<file path="src/rtl/adc_seq_pkg.sv">
package adc_seq_pkg;

    typedef enum logic [1:0] {
        CFG_MODE   = 2'd0,
        CFG_CHAN   = 2'd1,
        CFG_THRESH = 2'd2,
        CFG_CMP    = 2'd3
    } cfg_sel_e;

    localparam int MODE_RUN_BIT  = 0;
    localparam int CMP_GATE_BIT  = 0;
    localparam int CMP_BELOW_BIT = 1;

    typedef enum logic {
        SEQ_IDLE = 1'b0,
        SEQ_BUSY = 1'b1
    } seq_state_e;

endpackage

</file>
<file path="src/rtl/adc_cfg_regs.sv">
module adc_cfg_regs
    import adc_seq_pkg::*;
#(
    parameter int CH_W  = 3,
    parameter int THR_W = 8,
    parameter int WD_W  = 8
) (
    input  logic             clk,
    input  logic             rst_n,
    input  logic             we,
    input  logic [1:0]       addr,
    input  logic [WD_W-1:0]  wdata,
    output logic             run,
    output logic [CH_W-1:0]  chan,
    output logic [THR_W-1:0] thresh,
    output logic             gate_en,
    output logic             below
);

    typedef struct packed {
        logic             run;
        logic [CH_W-1:0]  chan;
        logic [THR_W-1:0] thresh;
        logic             gate_en;
        logic             below;
    } cfg_t;

    cfg_t cfg_d, cfg_q;
    logic unused_wdata;

    assign unused_wdata = ^wdata;

    always_comb begin
        cfg_d = cfg_q;
        if (we) begin
            case (cfg_sel_e'(addr))
                CFG_MODE:   cfg_d.run     = wdata[MODE_RUN_BIT];
                CFG_CHAN:   cfg_d.chan    = wdata[CH_W-1:0];
                CFG_THRESH: cfg_d.thresh  = wdata[THR_W-1:0];
                CFG_CMP: begin
                    cfg_d.gate_en = wdata[CMP_GATE_BIT];
                    cfg_d.below   = wdata[CMP_BELOW_BIT];
                end
                default: ;
            endcase
        end
    end

    always_ff @(posedge clk or negedge rst_n) begin
        if (!rst_n) cfg_q <= '0;
        else        cfg_q <= cfg_d;
    end

    assign run     = cfg_q.run;
    assign chan    = cfg_q.chan;
    assign thresh  = cfg_q.thresh;
    assign gate_en = cfg_q.gate_en;
    assign below   = cfg_q.below;


    chan_load_chk: assert property (@(posedge clk) disable iff (!rst_n)
        (we && addr == 2'd1) |=> chan == $past(wdata[CH_W-1:0]));


    run_load_chk: assert property (@(posedge clk) disable iff (!rst_n)
        (we && addr == 2'd0) |=> run == $past(wdata[MODE_RUN_BIT]));

endmodule

</file>
<file path="src/rtl/adc_irq_gate.sv">
module adc_irq_gate #(
    parameter int RES_W = 10,
    parameter int THR_W = 8
) (
    input  logic [RES_W-1:0] result,
    input  logic [THR_W-1:0] thresh,
    input  logic             gate_en,
    input  logic             below,
    output logic             fire
);

    logic [THR_W-1:0] upper;
    logic             at_or_above;

    assign upper = result[RES_W-1 -: THR_W];

    generate
        if (RES_W > THR_W) begin : g_low_bits
            logic unused_low;
            assign unused_low = ^result[RES_W-THR_W-1:0];
        end
    endgenerate

    always_comb begin
        at_or_above = (upper >= thresh);
        if (!gate_en)   fire = 1'b1;
        else if (below) fire = !at_or_above;
        else            fire = at_or_above;
    end

endmodule

</file>
<file path="src/rtl/adc_conv_seq.sv">
module adc_conv_seq
    import adc_seq_pkg::*;
#(
    parameter int RES_W = 10,
    parameter int CH_W  = 3
) (
    input  logic             clk,
    input  logic             rst_n,
    input  logic             cfg_we,
    input  logic             run,
    input  logic [CH_W-1:0]  chan,
    input  logic             conv_done,
    input  logic [RES_W-1:0] conv_data,
    input  logic             fire,
    output logic             start,
    output logic [CH_W-1:0]  chan_out,
    output logic [RES_W-1:0] result,
    output logic             irq
);

    typedef struct packed {
        seq_state_e       state;
        logic             start;
        logic [CH_W-1:0]  chan;
        logic [RES_W-1:0] result;
        logic             pend;
        logic             irq;
    } seq_t;

    seq_t s_d, s_q;
    logic accept;

    always_comb begin
        s_d       = s_q;
        s_d.start = 1'b0;
        s_d.pend  = 1'b0;
        s_d.irq   = s_q.pend & fire;
        accept    = conv_done && (s_q.state == SEQ_BUSY) && !cfg_we;

        if (cfg_we) begin
            s_d.state = SEQ_IDLE;
        end else if (accept) begin
            s_d.result = conv_data;
            s_d.pend   = 1'b1;
            if (run) begin
                s_d.start = 1'b1;
                s_d.chan  = chan;
            end else begin
                s_d.state = SEQ_IDLE;
            end
        end else if (s_q.state == SEQ_IDLE && run) begin
            s_d.start = 1'b1;
            s_d.chan  = chan;
            s_d.state = SEQ_BUSY;
        end
    end

    always_ff @(posedge clk or negedge rst_n) begin
        if (!rst_n) s_q <= '0;
        else        s_q <= s_d;
    end

    assign start    = s_q.start;
    assign chan_out = s_q.chan;
    assign result   = s_q.result;
    assign irq      = s_q.irq;


    start_busy_chk: assert property (@(posedge clk) disable iff (!rst_n)
        s_q.start |-> s_q.state == SEQ_BUSY);


    result_load_chk: assert property (@(posedge clk) disable iff (!rst_n)
        (conv_done && s_q.state == SEQ_BUSY && !cfg_we) |=> s_q.result == $past(conv_data));


    abort_idle_chk: assert property (@(posedge clk) disable iff (!rst_n)
        cfg_we |=> (!s_q.start && s_q.state == SEQ_IDLE));


    halt_chk: assert property (@(posedge clk) disable iff (!rst_n)
        (!run && s_q.state == SEQ_IDLE && !cfg_we) |=> !s_q.start);


    irq_follows_chk: assert property (@(posedge clk) disable iff (!rst_n)
        s_q.irq |-> $past(s_q.pend));


    discard_on_write_chk: assert property (@(posedge clk) disable iff (!rst_n)
        (conv_done && cfg_we) |=> $stable(s_q.result));

endmodule

</file>
<file path="src/rtl/adc_seq_ctrl.sv">
module adc_seq_ctrl
    import adc_seq_pkg::*;
#(
    parameter int CH_W  = 3,
    parameter int RES_W = 10,
    parameter int THR_W = 8,
    parameter int WD_W  = 8
) (
    input  logic             clk,
    input  logic             rst_n,
    input  logic             cfg_we,
    input  logic [1:0]       cfg_addr,
    input  logic [WD_W-1:0]  cfg_wdata,
    input  logic             conv_done,
    input  logic [RES_W-1:0] conv_data,
    output logic             conv_start,
    output logic [CH_W-1:0]  conv_chan,
    output logic [RES_W-1:0] result,
    output logic             irq
);

    logic             run;
    logic [CH_W-1:0]  chan;
    logic [THR_W-1:0] thresh;
    logic             gate_en;
    logic             below;
    logic             fire;

    adc_cfg_regs #(.CH_W(CH_W), .THR_W(THR_W), .WD_W(WD_W)) u_regs (
        .clk     (clk),
        .rst_n   (rst_n),
        .we      (cfg_we),
        .addr    (cfg_addr),
        .wdata   (cfg_wdata),
        .run     (run),
        .chan    (chan),
        .thresh  (thresh),
        .gate_en (gate_en),
        .below   (below)
    );

    adc_conv_seq #(.RES_W(RES_W), .CH_W(CH_W)) u_seq (
        .clk       (clk),
        .rst_n     (rst_n),
        .cfg_we    (cfg_we),
        .run       (run),
        .chan      (chan),
        .conv_done (conv_done),
        .conv_data (conv_data),
        .fire      (fire),
        .start     (conv_start),
        .chan_out  (conv_chan),
        .result    (result),
        .irq       (irq)
    );

    adc_irq_gate #(.RES_W(RES_W), .THR_W(THR_W)) u_gate (
        .result  (result),
        .thresh  (thresh),
        .gate_en (gate_en),
        .below   (below),
        .fire    (fire)
    );

endmodule

</file>
<file path="config.mk">
export PLATFORM = sky130hd
export DESIGN_NAME = adc_seq_ctrl
export DESIGN_NICKNAME = d
export VERILOG_FILES = /design/src/rtl/adc_seq_pkg.sv /design/src/rtl/adc_cfg_regs.sv /design/src/rtl/adc_irq_gate.sv /design/src/rtl/adc_conv_seq.sv /design/src/rtl/adc_seq_ctrl.sv
export SDC_FILE = /design/constraint.sdc
export NUM_CORES = 1
export LEC_CHECK = 0
export ABC_AREA = 0
export BUFFER_PORTS_ARGS = -buffer_cell sky130_fd_sc_hd__clkbuf_2
export CAP_MARGIN = 20
export CORE_UTILIZATION = 35
export CTS_BUF_LIST = sky130_fd_sc_hd__clkbuf_4
export CTS_CLUSTER_SIZE = 25
export DETAILED_ROUTE_END_ITERATION = 8
export PLACE_DENSITY_LB_ADDON = 0.2
export SETUP_SLACK_MARGIN = 0.02
export SLEW_MARGIN = 20
export SYNTH_ARGS = -nofsm -noshare
export SYNTH_HDL_FRONTEND = slang
export SYNTH_SLANG_ARGS = --single-unit
export TNS_END_PERCENT = 5
</file>
<file path="constraint.sdc">
create_clock -name clk -period 2.9 [get_ports clk]
set_clock_uncertainty 0.05 [all_clocks]
set_input_delay 0 -clock clk [delete_from_list [all_inputs] [get_ports clk]]
set_output_delay 0 -clock clk [all_outputs]
set_load 0.02 [all_outputs]
</file>
==> out/metrics.csv, run 1 <==
metric,value,unit
status,completed,
Tmin final,1.75,ns
Mean Syn Cell Area,11.0,um^2
required time of the critical path,3.07,ns
Unique masters post-synth,23,
PnR worst setup slack,1.15,ns
Max clock buf depth,2,
kind of cell adding the most delay to the critical path,compound AO/OA/AOI/OAI gates,
Crit Path Category,flop to flop,
fillers,383,
post-synthesis cell area,1490,um^2
RD Place Congestion,0.714,
routed len/inst,12.2,um
area share of the largest cell type after synthesis,0.521,
max-slew violations,0,
Synth async-reset ratio,1.00,
number of diodes,0,
synthesis-to-finish area growth,27.8,%
CTS tree,yes,
via/cell ratio,4.49,
"Buf+Inv Stages, Crit Path",1,
Post-Route WL,2.91,mm
post-DP HPWL,2.12,mm
GRT Resource Usage Total,0.153,
Leakage,0.00100,uW
setup TNS,0,ns
final-report hold violation count,0,
unrepaired setup endpoints after global routing,no,
Worst-path clk slew,0.10,ns
Multi-input gate area,568,um^2
Initial Util,0.369,
Slew HR,0.475,
slowest cell on the critical path,a2111oi_0,
layout cells sized above 1,0.340,
"area leader, netlist",dfrtp_1,
drt drc,0,
die area,4520,um^2
crit-path cells,inv_1 > ha_1 > nor3b_2 > o21ai_1 > a2111oi_0 > and4b_1,
clk sinks,31,
crit end category,flop,
HP Class,input pin to flop,
largest net degree at the start of global routing,32,
DIE WIDTH,67.2,um
via count,1069,
Mapped Cells,135,
FF+latch area,776,um^2
row cnt,23,
PostCTS Resize Cnt,0,
first-pass GRT wire length,4.92,mm
CORE AREA,4030,um^2
H-Tree Depth,2,
Post-synth EDFFs,0,
1st-iter DRT viols,29,
Max Cap Violations,0,
initial antenna violation count,0,
vias in the first global route,1112,
ANT nets after route,0,
"Remaining Overflow, GRT",0,
Max Fanout on Critical Path,2,
Final period util,0.604,
"Seq/Total Area, Yosys",0.521,
PwrDens,674,nW/um^2
main area contributors after synthesis,"dfrtp_1, mux2_2, nand2_1",
syn nets,167,
die height,67.2,um
first drt pass iteration count,4,
root buf cell,clkbuf_4,
CTS buffer count,5,
startpoint types,flop,
Syn. warnings,0,
arrival time worst endpoint,1.92,ns
"worst slack, placed",1.18,ns
Post-synth top flop,dfrtp_1,
Clock Latency Late Sink,0.33,ns
worst-margin pin slew,0.788,ns
fin nets,219,
I/O pin cnt,39,
VDD IR max,0.293,mV
crit-path max cell delay,0.38,ns
synthesized flop and latch total,31,
Final setup viols,0,
PortBufs,38,
Max Clk Rate,571,MHz
==> worst min-delay path, stage by stage <==
cell	delay, ns
clkbuf_2	0.11
nand3_1	0.11
mux2_2	0.16
==> logic make-up after synthesis <==
group / after synthesis / share of synthesized area
buffers and inverters: 25 / 0.0967
AOI/OAI and AO/OA: 7 / 0.0261
adders and majority gates: 8 / 0.0673
DFF: 31 / 0.521
and+or+nand+nor: 47 / 0.152
muxes: 17 / 0.136
==> registers in the layout (all words and copies together), names as in the netlist <==
signal and flops:
u_regs.below 1, u_regs.chan 3, u_regs.gate_en 1, u_regs.run 1, u_regs.thresh 8, u_seq.chan_out 3, u_seq.irq 1, u_seq.result 10
u_seq.s_q 2, u_seq.start 1
==> final timing paths <==
kind | startpoint | to | slack (ns) | cells after the start
setup / recovery | u_seq.result[2] | u_seq.irq | 1.15 | 6
hold / removal | cfg_addr[1] | u_regs.below | 0.02 | 3
setup reg to reg | u_seq.result[2] | u_seq.irq | 1.15 | 6
hold reg to reg | u_seq.result[0] | u_seq.result[0] | 0.44 | 2
max in group asynchronous | rst_n | u_regs.run | 2.06 | 2
min in group asynchronous | rst_n | u_regs.thresh[5] | 0.24 | 2
==> Yosys cell counts, types with 2 or more instances <==
| master | n |
|---|---|
| a21oi_1 | 2 |
| buf_4 | 13 |
| dfrtp_1 | 31 |
| ha_1 | 8 |
| inv_1 | 11 |
| mux2_2 | 14 |
| mux2_4 | 3 |
| nand2_1 | 31 |
| nand3_1 | 2 |
| nand3b_1 | 2 |
| nor2_1 | 4 |
| o21ai_0 | 3 |
==> where the power goes <==
part	internal, uW	switching, uW
clock network	99.0	144
registers	536	64.2
logic	201	236
total	837	444
==> stage by stage <==
| step | hold slack, ns | utilization | power, uW | instance area, um^2 | instances |
|---|---|---|---|---|---|
| after CTS | 0.0184 | 0.472 | 1300 | 1900 | 238 |
| after detailed placement | 0.0809 | 0.407 | 1030 | 1640 | 209 |
| final | 0.0241 | 0.472 | 1280 | 1900 | 238 |
| after global routing | 0.0188 | 0.472 | 1390 | 1900 | 238 |
| after floorplan | -0.346 | - | 972 | 1490 | 135 |
| after global placement | 0.0566 | 0.407 | 1010 | 1640 | 209 |
==> cell type report <==
class                      count  area share
clock inverter                 2     0.00395
clock buffer                   6      0.0237
sequential                    31       0.408
inverter                      11      0.0217
multi-input combinational     79       0.299
tap                           50      0.0329
timing repair buffer          59       0.211
==> routing by layer <==
layer	up-vias	routed length [um]	GRT usage
li1	529	-	-
met1	499	1300	0.182
met2	34	1380	0.251
met3	7	171	0.0422
met4	0	59	0.0798
met5	-	0	0
==> cell usage in the layout (no fill, tap or decap) <==
cell	netlist	final
a2111oi_0	1	1
a21oi_1	2	2
and2_1	1	1
and4b_1	1	1
clkbuf_2	0	38
clkbuf_4	0	6
clkinv_1	0	2
dfrtp_1	31	31
dlygate4sd3_1	0	21
ha_1	8	8
inv_1	11	11
mux2_2	14	14
mux2_4	3	3
nand2_1	31	31
nand3_1	2	2
nand3b_1	2	2
nand3b_2	1	1
nor2_1	4	4
nor2b_1	1	1
nor3_1	1	1
nor3b_1	1	1
nor3b_2	1	1
o21ai_0	3	3
o21ai_1	1	1
or3b_4	1	1
==> repair_timing <==
action | in CTS | in global routing
buffers inserted | 0 | 0
hold buffers | 21 | 0
endpoints found under the hold margin | 56 | 0
No activity file was read; power rests on OpenSTA's default activity.
==> run 2, diff against run 1 <==
- clock period: 2.9 -> 1.5 ns (I/O delays scaled with it)
==> run 2 against run 1 <==
  * The run now ends with setup timing left
  * Utilization increased by 2.5 points
  * Register-to-register slack got worse by 1.3 ns
  * Total power increased by 110%
  * Critical path depth unchanged
  * Setup slack got worse by 1.3 ns
  * Clock-buffer cell count increased by 1
  * Sequential cell count unchanged
  * Highest routed layer unchanged
==> out/metrics.csv, run 2 (same netlist as run 1, synthesis figures left out) <==
metric,value,unit,change
status,"complete, but fails checks",,
failing checks,setup timing,,
Worst-path clk slew,0.09,ns,about the same
CORE AREA,4030,um^2,unchanged
initial antenna violation count,0,,unchanged
drt drc,0,,unchanged
I/O pin cnt,39,,unchanged
synthesis-to-finish area growth,34.7,%,
fin nets,229,,+4.6%
Slew HR,0.489,,+0.0145
"Remaining Overflow, GRT",0,,unchanged
Clock Latency Late Sink,0.32,ns,about the same
CTS tree,yes,,
routed len/inst,11.2,um,-8.2%
Max Fanout on Critical Path,2,,unchanged
met3 GRT Util,0.0405,,-0.00169
Crit Path Category,flop to flop,,
Leakage,0.00106,uW,+5.6%
crit-path max cell delay,0.41,ns,+0.03 ns
number of diodes,0,,unchanged
Final period util,1.10,,+0.501
PwrDens,1320,nW/um^2,+95%
required time of the critical path,1.66,ns,-1.41 ns
slowest cell on the critical path,dfrtp_1,,
CTS buffer count,5,,unchanged
setup TNS,-0.157,ns,-0.157 ns
GRT Resource Usage Total,0.134,,-0.0186
"commonest non-fill, non-tap cell in the layout",clkbuf_2,,
GR peak layer,met2,,
first-pass GRT wire length,4.36,mm,-11%
Placement Cell Area,1700,um^2,+3.7%
Initial Util,0.369,,unchanged
crit-path cells,inv_2 > ha_4 > nor3b_2 > o21ai_2 > a2111oi_2 > and4b_1,,
HP Class,input pin to flop,,
Max Clk Rate,603,MHz,+5.6%
row cnt,23,,unchanged
met2 Usage GRT,0.219,,-0.0325
max FFs per register,10,,unchanged
DIE WIDTH,67.2,um,unchanged
die area,4520,um^2,unchanged
most frequent cells in the layout,"clkbuf_2, nand2_1, dfrtp_1",,
root buf cell,clkbuf_4,,
"Buf+Inv Stages, Crit Path",1,,unchanged
crit end category,flop,,
largest net degree at the start of global routing,32,,unchanged
worst-margin pin slew,0.766,ns,-0.0217 ns
ANT nets after route,0,,unchanged
die height,67.2,um,unchanged
Max clock buf depth,2,,unchanged
H-Tree Depth,2,,unchanged
unrepaired setup endpoints after global routing,yes,,
kind of cell adding the most delay to the critical path,simple AND/OR/NAND/NOR gates,,
post-DP HPWL,1.93,mm,-9.1%
Final setup viols,1,,+1
met1 GRT Util,0.161,,-0.0204
clk sinks,31,,unchanged
startpoint types,flop,,
layout cells sized above 1,0.404,,+0.0636
Tmin final,1.66,ns,-0.0934 ns
RD Place Congestion,0.687,,-3.7%
PortBufs,38,,unchanged
via count,1090,,+2.0%
design area,2000,um^2,+5.4%
final-report hold violation count,0,,unchanged
arrival time worst endpoint,1.82,ns,-0.10 ns
vias in the first global route,1030,,-7.4%
VDD IR max,0.769,mV,+160%
first drt pass iteration count,4,,unchanged
Max Cap Violations,0,,unchanged
Post-Route WL,2.78,mm,-4.3%
Final Core Density,0.497,,+0.0255
PnR worst setup slack,-0.157,ns,-1.31 ns
max-slew violations,0,,unchanged
total power,2640,uW,+110%
1st-iter DRT viols,21,,-28%
via/cell ratio,4.40,,-2.1%
[run 2: cell count changes in the layout (fill, tap and decap cells not counted), sizes merged]
cell / delta
buf: +10
clkinv: -1
clkbuf: +1
[run 2: repair_timing]
item | CTS | global route
hold buffers | 21 | 0
endpoints found under the setup margin | 1 | 2
resized for setup | 1 | 4
setup buffers | 0 | 2
pin swaps | 0 | 4
endpoints found under the hold margin | 56 | 0
[run 2: metrics by stage]
| stage | hold WS (ns) | setup WS [ns] | std cells |
|---|---|---|---|
| floorplan | -0.346 | -0.0616 | 135 |
| global placement | 0.0549 | -0.0926 | 217 |
| detailed placement | 0.0587 | -0.187 | 217 |
| CTS | 0.00791 | -0.175 | 246 |
| global route | 0.0174 | -0.232 | 248 |
| finish | 0.0233 | -0.157 | 248 |
[run 2: where the power goes]
| group | internal [uW] | switching [uW] |
|---|---|---|
| registers | 1040 | 117 |
| clock network | 219 | 259 |
| logic | 500 | 506 |
[run 2: layer usage]
metal / part of all wire / routed length [um] / vias up
met4: 0.016 / 44 / 0
met5: 0 / 0 / -
met1: 0.48 / 1330 / 495
li1: - / - / 557
met3: 0.055 / 153 / 5
met2: 0.45 / 1260 / 33
[run 2: tightest hold or removal path, stage by stage]
cell and delay [ns]:
clkbuf_2 0.11, nor3b_1 0.05, mux2_2 0.21
[run 2: worst paths after layout]
check                                start           endpoint  slack [ns]  cells after the start
max                        u_seq.result[2]          u_seq.irq       -0.16                      6
min reg2reg                u_seq.result[1]    u_seq.result[1]        0.44                      2
max in group asynchronous            rst_n  u_seq.chan_out[1]        0.67                      2
min                            cfg_addr[0]         u_regs.run        0.02                      3
max reg2reg                u_seq.result[2]          u_seq.irq       -0.16                      6
min in group asynchronous            rst_n    u_seq.result[0]        0.24                      2
[run 2: cell type report]
class	instances	area, um^2
inverter	11	41.3
clock buffer	7	52.6
clock inverter	1	5.00
sequential	31	776
timing repair buffer	69	475
multi-input combinational	79	591
fill	402	2030
tap	50	62.6
